==> src/rtl/ols_pkg.sv <==
package ols_pkg;

    localparam int unsigned M_LOG = 3;
    localparam int unsigned M     = 1 << M_LOG;
    localparam int unsigned T     = 2;
    localparam int unsigned NGRP  = 2 * T;
    localparam int unsigned NDATA = M * M;
    localparam int unsigned NCHK  = NGRP * M;
    localparam int unsigned CNT_W = $clog2(NGRP + 2);
    localparam logic [M_LOG:0] POLY = 4'b1011;

    typedef logic [NDATA-1:0] data_t;
    typedef logic [NCHK-1:0]  chk_t;

    typedef struct packed {
        logic [CNT_W-1:0] ones;
        logic [CNT_W-1:0] total;
    } tally_t;

    // multiply in GF(2^M_LOG)
    function automatic logic [M_LOG-1:0] gf_mul(input logic [M_LOG-1:0] a,
                                                 input logic [M_LOG-1:0] b);
        logic [M_LOG-1:0] p;
        logic [M_LOG-1:0] x;
        p = '0;
        x = a;
        for (int k = 0; k < int'(M_LOG); k++) begin
            if (b[k]) p = p ^ x;
            if (x[M_LOG-1]) x = (x << 1) ^ POLY[M_LOG-1:0];
            else            x = x << 1;
        end
        return p;
    endfunction

    // line of group g that covers data bit i
    function automatic int unsigned line_of(input int unsigned g, input int unsigned i);
        int unsigned r;
        int unsigned c;
        r = i / M;
        c = i % M;
        if (g == 0)      return r;
        else if (g == 1) return c;
        else return r ^ int'(gf_mul(M_LOG'(g - 1), M_LOG'(c)));
    endfunction

    // data bits on full check position j
    function automatic data_t line_mask(input int unsigned j);
        data_t mk;
        mk = '0;
        for (int unsigned i = 0; i < NDATA; i++)
            if (line_of(j / M, i) == (j % M)) mk[i] = 1'b1;
        return mk;
    endfunction

endpackage

==> src/rtl/ols_chk_expand.sv <==
module ols_chk_expand
    import ols_pkg::*;
(
    input  chk_t en_i,
    input  chk_t packed_i,
    output chk_t full_o
);
    localparam int unsigned IDX_W = $clog2(NCHK);

    logic [IDX_W:0] idx;

    always_comb begin
        full_o = '0;
        idx    = '0;
        for (int j = 0; j < int'(NCHK); j++) begin
            if (en_i[j]) begin
                full_o[j] = packed_i[idx[IDX_W-1:0]];
                idx       = idx + (IDX_W+1)'(1);
            end
        end
    end
endmodule

==> src/rtl/ols_row_parity.sv <==
module ols_row_parity
    import ols_pkg::*;
(
    input  data_t data_i,
    input  chk_t  full_i,
    output chk_t  par_o
);
    for (genvar j = 0; j < int'(NCHK); j++) begin : g_line
        localparam data_t MASK = line_mask(j);
        assign par_o[j] = full_i[j] ^ (^(data_i & MASK));
    end
endmodule

==> src/rtl/ols_vote_cell.sv <==
module ols_vote_cell
    import ols_pkg::*;
(
    input  logic            rx_i,
    input  logic [NGRP-1:0] est_i,
    input  logic [NGRP-1:0] ena_i,
    output logic            bit_o
);
    tally_t t;

    always_comb begin
        t.ones  = CNT_W'(rx_i) + CNT_W'($countones(est_i));
        t.total = CNT_W'(1) + CNT_W'($countones(ena_i));
        if ({t.ones, 1'b0} > {1'b0, t.total})       bit_o = 1'b1;
        else if ({t.ones, 1'b0} == {1'b0, t.total}) bit_o = rx_i;
        else                                        bit_o = 1'b0;
    end
endmodule

==> src/rtl/ols_tv_decoder.sv <==
module ols_tv_decoder
    import ols_pkg::*;
#(
    parameter bit OUT_REG = 1'b1
) (
    input  logic             clk,
    input  logic             rst,
    input  logic [NDATA-1:0] data_i,
    input  logic [NCHK-1:0]  pchk_i,
    input  logic [NCHK-1:0]  row_en_i,
    output logic [NDATA-1:0] corr_o
);
    chk_t  full_chk;
    chk_t  line_par;
    data_t fixed;

    ols_chk_expand u_expand (
        .en_i     (row_en_i),
        .packed_i (pchk_i),
        .full_o   (full_chk)
    );

    ols_row_parity u_par (
        .data_i (data_i),
        .full_i (full_chk),
        .par_o  (line_par)
    );

    for (genvar gi = 0; gi < int'(NDATA); gi++) begin : g_bit
        logic [NGRP-1:0] est_w;
        logic [NGRP-1:0] ena_w;
        for (genvar gg = 0; gg < int'(NGRP); gg++) begin : g_est
            localparam int unsigned J = gg * M + line_of(gg, gi);
            assign ena_w[gg] = row_en_i[J];
            assign est_w[gg] = row_en_i[J] & (line_par[J] ^ data_i[gi]);
        end
        ols_vote_cell u_cell (
            .rx_i  (data_i[gi]),
            .est_i (est_w),
            .ena_i (ena_w),
            .bit_o (fixed[gi])
        );
    end

    if (OUT_REG) begin : g_reg
        always_ff @(posedge clk) begin
            if (rst) corr_o <= '0;
            else     corr_o <= fixed;
        end
    end else begin : g_comb
        assign corr_o = fixed;
    end
endmodule

==> config.mk <==
export PLATFORM = sky130hd
export DESIGN_NAME = ols_tv_decoder
export DESIGN_NICKNAME = d
export VERILOG_FILES = /design/src/rtl/ols_pkg.sv /design/src/rtl/ols_chk_expand.sv /design/src/rtl/ols_row_parity.sv /design/src/rtl/ols_vote_cell.sv /design/src/rtl/ols_tv_decoder.sv
export SDC_FILE = /design/constraint.sdc
export NUM_CORES = 2
export LEC_CHECK = 0
export BUFFER_PORTS_ARGS = -buffer_cell sky130_fd_sc_hd__buf_2
export CAP_MARGIN = 25
export CORE_UTILIZATION = 45
export CTS_CLUSTER_SIZE = 10
export DETAILED_ROUTE_END_ITERATION = 16
export SLEW_MARGIN = 0
export SYNTH_ARGS = -nofsm -noshare
export SYNTH_HDL_FRONTEND = slang
export SYNTH_SLANG_ARGS = --single-unit
==> constraint.sdc <==
create_clock -name clk -period 117.8 [get_ports clk]
set_clock_uncertainty 0.15 [all_clocks]
set_input_delay 29.45 -clock clk [delete_from_list [all_inputs] [get_ports clk]]
set_output_delay 29.45 -clock clk [all_outputs]
set_load 0.02 [all_outputs]
# Word level (Yosys, flattened, before mapping)
# Cells that the tools add are included.
# word_totals
input_bits,130
output_inout_bits,64
word_cells,1531
regBits,64
# op_classes
n_mux,253
bitwise_logic,544
n_reduce_logical,32
order_cmp,95
eq_ne,64
add_sub_neg,542
# op_table
op,count
$reduce_xor 64->1,32
$add 1x1->2,256
$add 3x3->3,128
$xor 1x1->1,288
$and 1x1->1,256
$eq 4x3->1,64
$gt 4x3->1,64
$add 1x3->3,64
$add 2x3->3 const A,64
$mux 1,192
$lt 5x6->1 const B,30
$bmux 1 s5,31
$mux 5,29
$add 5x1->5 const B,28
$lt 1x6->1 const B,1
$add 2x1->3 const B,1
$add 1x1->2 const B,1
$mux 2,1

# Longest topological paths before layout
# logic_depth
word_depth,73
mapped_depth,133
mapped_depth_nobuf,119

# Cells and area by module
# A second synthesis with hierarchy kept.
# unflattened
hier_cells,3684
area_unflattened_um2,32493.7
# modules_own_cells
module,n_inst,area_per_inst_um2,cells_per_inst
ols_chk_expand,1,12219.2,1535
ols_vote_cell,64,183.9,19
ols_tv_decoder,1,5960.7,679
ols_row_parity,1,2542.4,254

# Worst setup path before layout
# OpenSTA, ideal clock, no wires.
# synth_timing
kind,input-to-reg
startpoint,in row_en_i[0]
endpoint,reg corr_o[56]
t_arrival_ns,59.030
path_stages,131
slack_ns,58.550
t_required_ns,117.580
path_cell_list,clkinv_1 > ha_1 > buf_2 > xor2_1 > ha_1 > nand2_1 > o31ai_4 > xor2_2 > inv_2 > ha_1 > nand2_1 > o21a_1 > inv_1 > ha_1 > nor2b_1 > a21o_1 > a21oi_1 > ha_1 > [... 95 more ...] > ha_1 > mux2i_1 > mux4_2 > mux2i_1 > mux2i_1 > mux2_2 > buf_8 > xnor2_2 > mux2i_1 > ha_1 > inv_1 > fa_1 > fa_1 > inv_1 > ha_1 > a21oi_1 > a41o_1 > a21oi_1
# synth_between
elab_chain_cells,73
# synth_lines
item,line_no,source
"start, declared",ols_tv_decoder.sv:10,"input logic [NCHK-1:0] row_en_i,"
$mux 1 (*),ols_chk_expand.sv:16,if (en_i[j]) begin
$add 1x1->2,ols_chk_expand.sv:18,idx = idx + (IDX_W+1)'(1);
$mux 2 (*),ols_chk_expand.sv:16,
$add 2x1->3,ols_chk_expand.sv:18,
$mux 5 (*),ols_chk_expand.sv:16,
$add 5x1->5,ols_chk_expand.sv:18,
$mux 5 (*),ols_chk_expand.sv:16,
$add 5x1->5,ols_chk_expand.sv:18,
[... 56 more ...],-,
$xor 1x1->1,ols_row_parity.sv:10,assign par_o[j] = full_i[j] ^ (^(data_i & MASK));
$xor 1x1->1,ols_tv_decoder.sv:35,assign est_w[gg] = row_en_i[J] & (line_par[J] ^ data_i[gi]);
$and 1x1->1,ols_tv_decoder.sv:35,
$add 1x1->2 (implied by the code),ols_vote_cell.sv:12,t.ones = CNT_W'(rx_i) + CNT_W'($countones(est_i));
$add 3x3->3 (implied by the code) (*),ols_vote_cell.sv:12,
$add 1x3->3 (*),ols_vote_cell.sv:12,
"parallel branches: the longest is 2 deep, another holds $gt 4x3->1",-,
$mux 1 (*),ols_vote_cell.sv:14,"if ({t.ones, 1'b0} > {1'b0, t.total}) bit_o = 1'b1;"
"end signal, assigned",ols_tv_decoder.sv:48,else corr_o <= fixed;
"end, declared",ols_tv_decoder.sv:11,output logic [NDATA-1:0] corr_o
# Mark *: on every way between the ends. The select of a mux whose other input is x is not followed.
# A chain may end at the register's enable or synchronous reset.

# Worst setup path after layout
# layout_timing
startpoint,in row_en_i[0]
endpoint,reg corr_o[36]
# layout_between
elab_chain_cells,73
# layout_lines
item,line_no
$mux 1 (*),ols_chk_expand.sv:16
$add 1x1->2,ols_chk_expand.sv:18
$mux 2 (*),ols_chk_expand.sv:16
$add 2x1->3,ols_chk_expand.sv:18
$mux 5 (*),ols_chk_expand.sv:16
$add 5x1->5,ols_chk_expand.sv:18
$mux 5 (*),ols_chk_expand.sv:16
$add 5x1->5,ols_chk_expand.sv:18
[... 56 more ...],-
$xor 1x1->1,ols_row_parity.sv:10
$xor 1x1->1,ols_tv_decoder.sv:35
$and 1x1->1,ols_tv_decoder.sv:35
$add 1x1->2 (implied by the code),ols_vote_cell.sv:12
$add 3x3->3 (implied by the code) (*),ols_vote_cell.sv:12
$add 1x3->3 (*),ols_vote_cell.sv:12
"parallel branches: the longest is 2 deep, another holds $gt 4x3->1",-
$mux 1 (*),ols_vote_cell.sv:14
# Marked as above.

==> impl_metrics.sql <==
INSERT INTO impl_metrics (metric_group, metric, value, unit) VALUES
('outcome', 'run_status', 'finished clean', ''),
('logic_synthesis', 'ys_seq_area_frac', '0.0392', ''),
('worst_setup_path', 'timing.critical_path.required', '117.88', 'ns'),
('floorplanning', 'top_level_ports', '194', ''),
('sta', 'worstMarginPinSlew', '1.17', 'ns'),
('sta', 'final_hold_viol_count', '0', ''),
('logic_synthesis', 'distinct_cell_type_count_after_synthesis', '88', ''),
('routing', 'top_signal_layer_used', 'met5', ''),
('cts', 'post-cts-setup-buffers', '0', ''),
('logic_synthesis', 'yosysTopAreaCell', 'sky130_fd_sc_hd__ha_1', ''),
('sta', 'slew_viol_final', '0', ''),
('worst_setup_path', 'worstSetupEndpointType', 'flip-flop', ''),
('worst_setup_path', 'setup.worst_path.class', 'in2reg', ''),
('floorplanning', 'die_height', '272', 'um'),
('worst_setup_path', 'cell_with_the_biggest_individual_delay_on_the_critical_path', 'sky130_fd_sc_hd__a21oi_1', ''),
('sta', 'setup_repair_after_global_routing_missed_its_margin', 'false', ''),
('hold_path', 'worst_hold_path_type', 'in2reg', ''),
('cts', 'count_of_instances_resized_after_the_clock_tree_is_built', '0', ''),
('logic_synthesis', 'synthesized_area_per_cell', '8.77', 'um2'),
('final_layout', 'commonest_non_fill_non_tap_cells_in_the_layout', 'sky130_fd_sc_hd__inv_1 (488), sky130_fd_sc_hd__xnor2_1 (480), sky130_fd_sc_hd__ha_1 (477), sky130_fd_sc_hd__nand2_1 (263), sky130_fd_sc_hd__buf_2 (193)', ''),
('worst_setup_path', 'crit_fanout', '23', ''),
('cts', 'cts.reportedPaths.clkPinSlew', '0.07', 'ns'),
('final_layout', 'most_common_library_cell_in_the_layout_ignoring_fill_and_taps', 'sky130_fd_sc_hd__inv_1', ''),
('routing', 'wl_met3', '12.6', 'mm'),
('routing', 'wirelength_met1', '46.0', 'mm'),
('sta', 'finalCritPeriodShare', '0.514', ''),
('logic_synthesis', 'synth-main-ff-cell', 'sky130_fd_sc_hd__dfxtp_1', ''),
('worst_setup_path', 'critical_path_startpoint_category', 'primary input', ''),
('worst_setup_path', 'max_stage_delay', '0.76', 'ns'),
('final_layout', 'biggest_registers_after_layout', 'corr_o: 64 flops', ''),
('logic_synthesis', 'synth_seq_cells', '64', ''),
('worst_setup_path', 'worstPathArrival', '60.68', 'ns'),
('logic_synthesis', 'synth-simple-area-share', '0.129', ''),
('placement', 'globalplace.congestion', '0.957', ''),
('logic_synthesis', 'synth.mux.area_fraction', '0.162', ''),
('logic_synthesis', 'synth_compound_area_frac', '0.0857', ''),
('logic_synthesis', 'synth.area.top_cells', 'sky130_fd_sc_hd__ha_1 (18%), sky130_fd_sc_hd__xnor2_1 (13%), sky130_fd_sc_hd__fa_1 (12%)', ''),
('floorplanning', 'placeableCoreArea', '71700', 'um2'),
('logic_synthesis', 'synthesized_nets', '4530', ''),
('routing', 'avgRoutedWirePerCell', '24.7', 'um'),
('logic_synthesis', 'synth_edf_count', '0', ''),
('global_route', 'wire_length_of_the_first_global_routing_pass', '174', 'mm'),
('global_route', 'grt_start_max_net_pins', '34', ''),
('logic_synthesis', 'yosys.area_share.adder', '0.300', ''),
('global_route', 'grt_use_total', '0.315', ''),
('global_route', 'grt_overflow_total', '0', ''),
('global_route', 'first_global_vias', '27311', ''),
('cts', 'cts_htree_levels', '3', ''),
('final_layout', 'layout.nets', '4569', ''),
('floorplanning', 'fp.dieArea', '73800', 'um2'),
('placement', 'place_hpwl', '81.2', 'mm'),
('logic_synthesis', 'area_of_the_mapped_netlist', '32700', 'um2'),
('routing', 'drt_wl_total', '117', 'mm'),
('final_layout', 'synthToLayoutAreaGrowth', '6.56', '%'),
('floorplanning', 'placement_rows', '98', ''),
('cts', 'cts_hold_repair.buffers', '0', ''),
('cts', 'clock_tree_root', 'sky130_fd_sc_hd__clkbuf_16', ''),
('run', 'max_cap_viol_count', '0', ''),
('worst_setup_path', 'critical_path.most_common_cell', 'sky130_fd_sc_hd__ha_1', ''),
('routing', 'first_iter_violations', '2761', ''),
('sta', 'timing.final.setup_violations', '0', ''),
('final_layout', 'final_layout_size_suffix_gt1_frac', '0.142', ''),
('sta', 'final_period_minus_worst_setup_slack', '60.61', 'ns'),
('global_route', 'grt_antenna_before_repair', '6', ''),
('cts', 'cts_tree', 'yes', ''),
('sta', 'hold-worst-slack', '29.55', 'ns'),
('logic_synthesis', 'async_reset_ff_frac', '0', ''),
('routing', 'final_antenna_net_count', '0', ''),
('sta', 'slew-limit-headroom', '0.215', ''),
('cts', 'numCtsBuffers', '9', ''),
('routing', 'met2_length', '52.1', 'mm');
[cells by family (layout without fill, tap and decap cells)]
| logic type | after synthesis | count (layout) |
|---|---|---|
| AND/OR/NAND/NOR | 833 | 833 |
| buffers and inverters | 754 | 798 |
| adder cells (fa/ha/maj) | 670 | 670 |
| XOR/XNOR | 658 | 658 |
| AO/OA/AOI/OAI | 426 | 426 |
| multiplexers | 326 | 326 |
| flip-flops | 64 | 64 |
| other | 0 | 2 |
[area by class of cell]
| class | instances | area (um2) |
|---|---|---|
| Fill cell | 6961 | 36900 |
| Multi-Input combinational cell | 2913 | 28600 |
| Inverter | 515 | 1930 |
| Timing Repair Buffer | 267 | 1530 |
| Sequential cell | 64 | 1280 |
| Tap cell | 950 | 1190 |
| Clock buffer | 13 | 250 |
| Clock inverter | 3 | 65.1 |
| Antenna cell | 2 | 5.00 |
[cells in the mapped netlist (6+ instances only)]
library cell	instances
sky130_fd_sc_hd__a211o_1	6
sky130_fd_sc_hd__a211oi_1	35
sky130_fd_sc_hd__a21o_1	43
sky130_fd_sc_hd__a21oi_1	140
sky130_fd_sc_hd__a31oi_1	7
sky130_fd_sc_hd__a41oi_1	35
sky130_fd_sc_hd__and2_1	176
sky130_fd_sc_hd__and3_1	22
sky130_fd_sc_hd__and3b_1	11
sky130_fd_sc_hd__buf_1	20
sky130_fd_sc_hd__buf_2	12
sky130_fd_sc_hd__clkbuf_1	203
sky130_fd_sc_hd__clkinv_1	22
sky130_fd_sc_hd__dfxtp_1	64
sky130_fd_sc_hd__fa_1	192
sky130_fd_sc_hd__ha_1	477
sky130_fd_sc_hd__inv_1	488
sky130_fd_sc_hd__mux2_2	22
sky130_fd_sc_hd__mux2i_1	144
sky130_fd_sc_hd__mux4_2	158
sky130_fd_sc_hd__nand2_1	263
sky130_fd_sc_hd__nand2b_1	10
sky130_fd_sc_hd__nand3_1	41
sky130_fd_sc_hd__nand3b_1	6
sky130_fd_sc_hd__nand4_1	17
sky130_fd_sc_hd__nand4b_1	27
sky130_fd_sc_hd__nor2_1	161
sky130_fd_sc_hd__nor2b_1	65
sky130_fd_sc_hd__nor3_1	9
sky130_fd_sc_hd__o211ai_1	19
sky130_fd_sc_hd__o21ai_0	76
sky130_fd_sc_hd__o21ai_1	7
sky130_fd_sc_hd__xnor2_1	486
sky130_fd_sc_hd__xnor2_2	28
sky130_fd_sc_hd__xnor2_4	6
sky130_fd_sc_hd__xnor3_1	9
sky130_fd_sc_hd__xor2_1	115
[per-stage QoR]
step                instances  cell area (um2)   util  setup slack [ns]
floorplan                3731            32700      -             58.55
global placement         4699            34400  0.480             55.10
detailed placement       4706            34500  0.481             56.57
CTS                      4722            34800  0.485             56.92
global route             4725            34800  0.486             54.62
finish                   4727            34900  0.486             57.19
[routing by layer]
layer / global-route usage / vias up
met1: 0.406 / 13499
met4: 0.152 / 4
met2: 0.502 / 1486
met3: 0.0665 / 349
li1: - / 12578
met5: 0 / -
[final timing paths]
check	from	end	slack, ns	cells past startpoint
worst max-delay path	row_en_i[0]	corr_o[36]	57.19	121
worst min-delay path	rst	corr_o[48]	29.55	2
[worst max-delay path: cells and delay by family]
family	cells	cell delay, ns
AO/OA/AOI/OAI	30	8.25
XOR/XNOR	3	0.98
adder cells (fa/ha/maj)	32	11.17
buffers and inverters	21	4.54
multiplexers	10	3.13
AND/OR/NAND/NOR	25	3.10
Power is not shown: default switching activity piles up to over one toggle a cycle in this logic, so the estimate is an artifact.
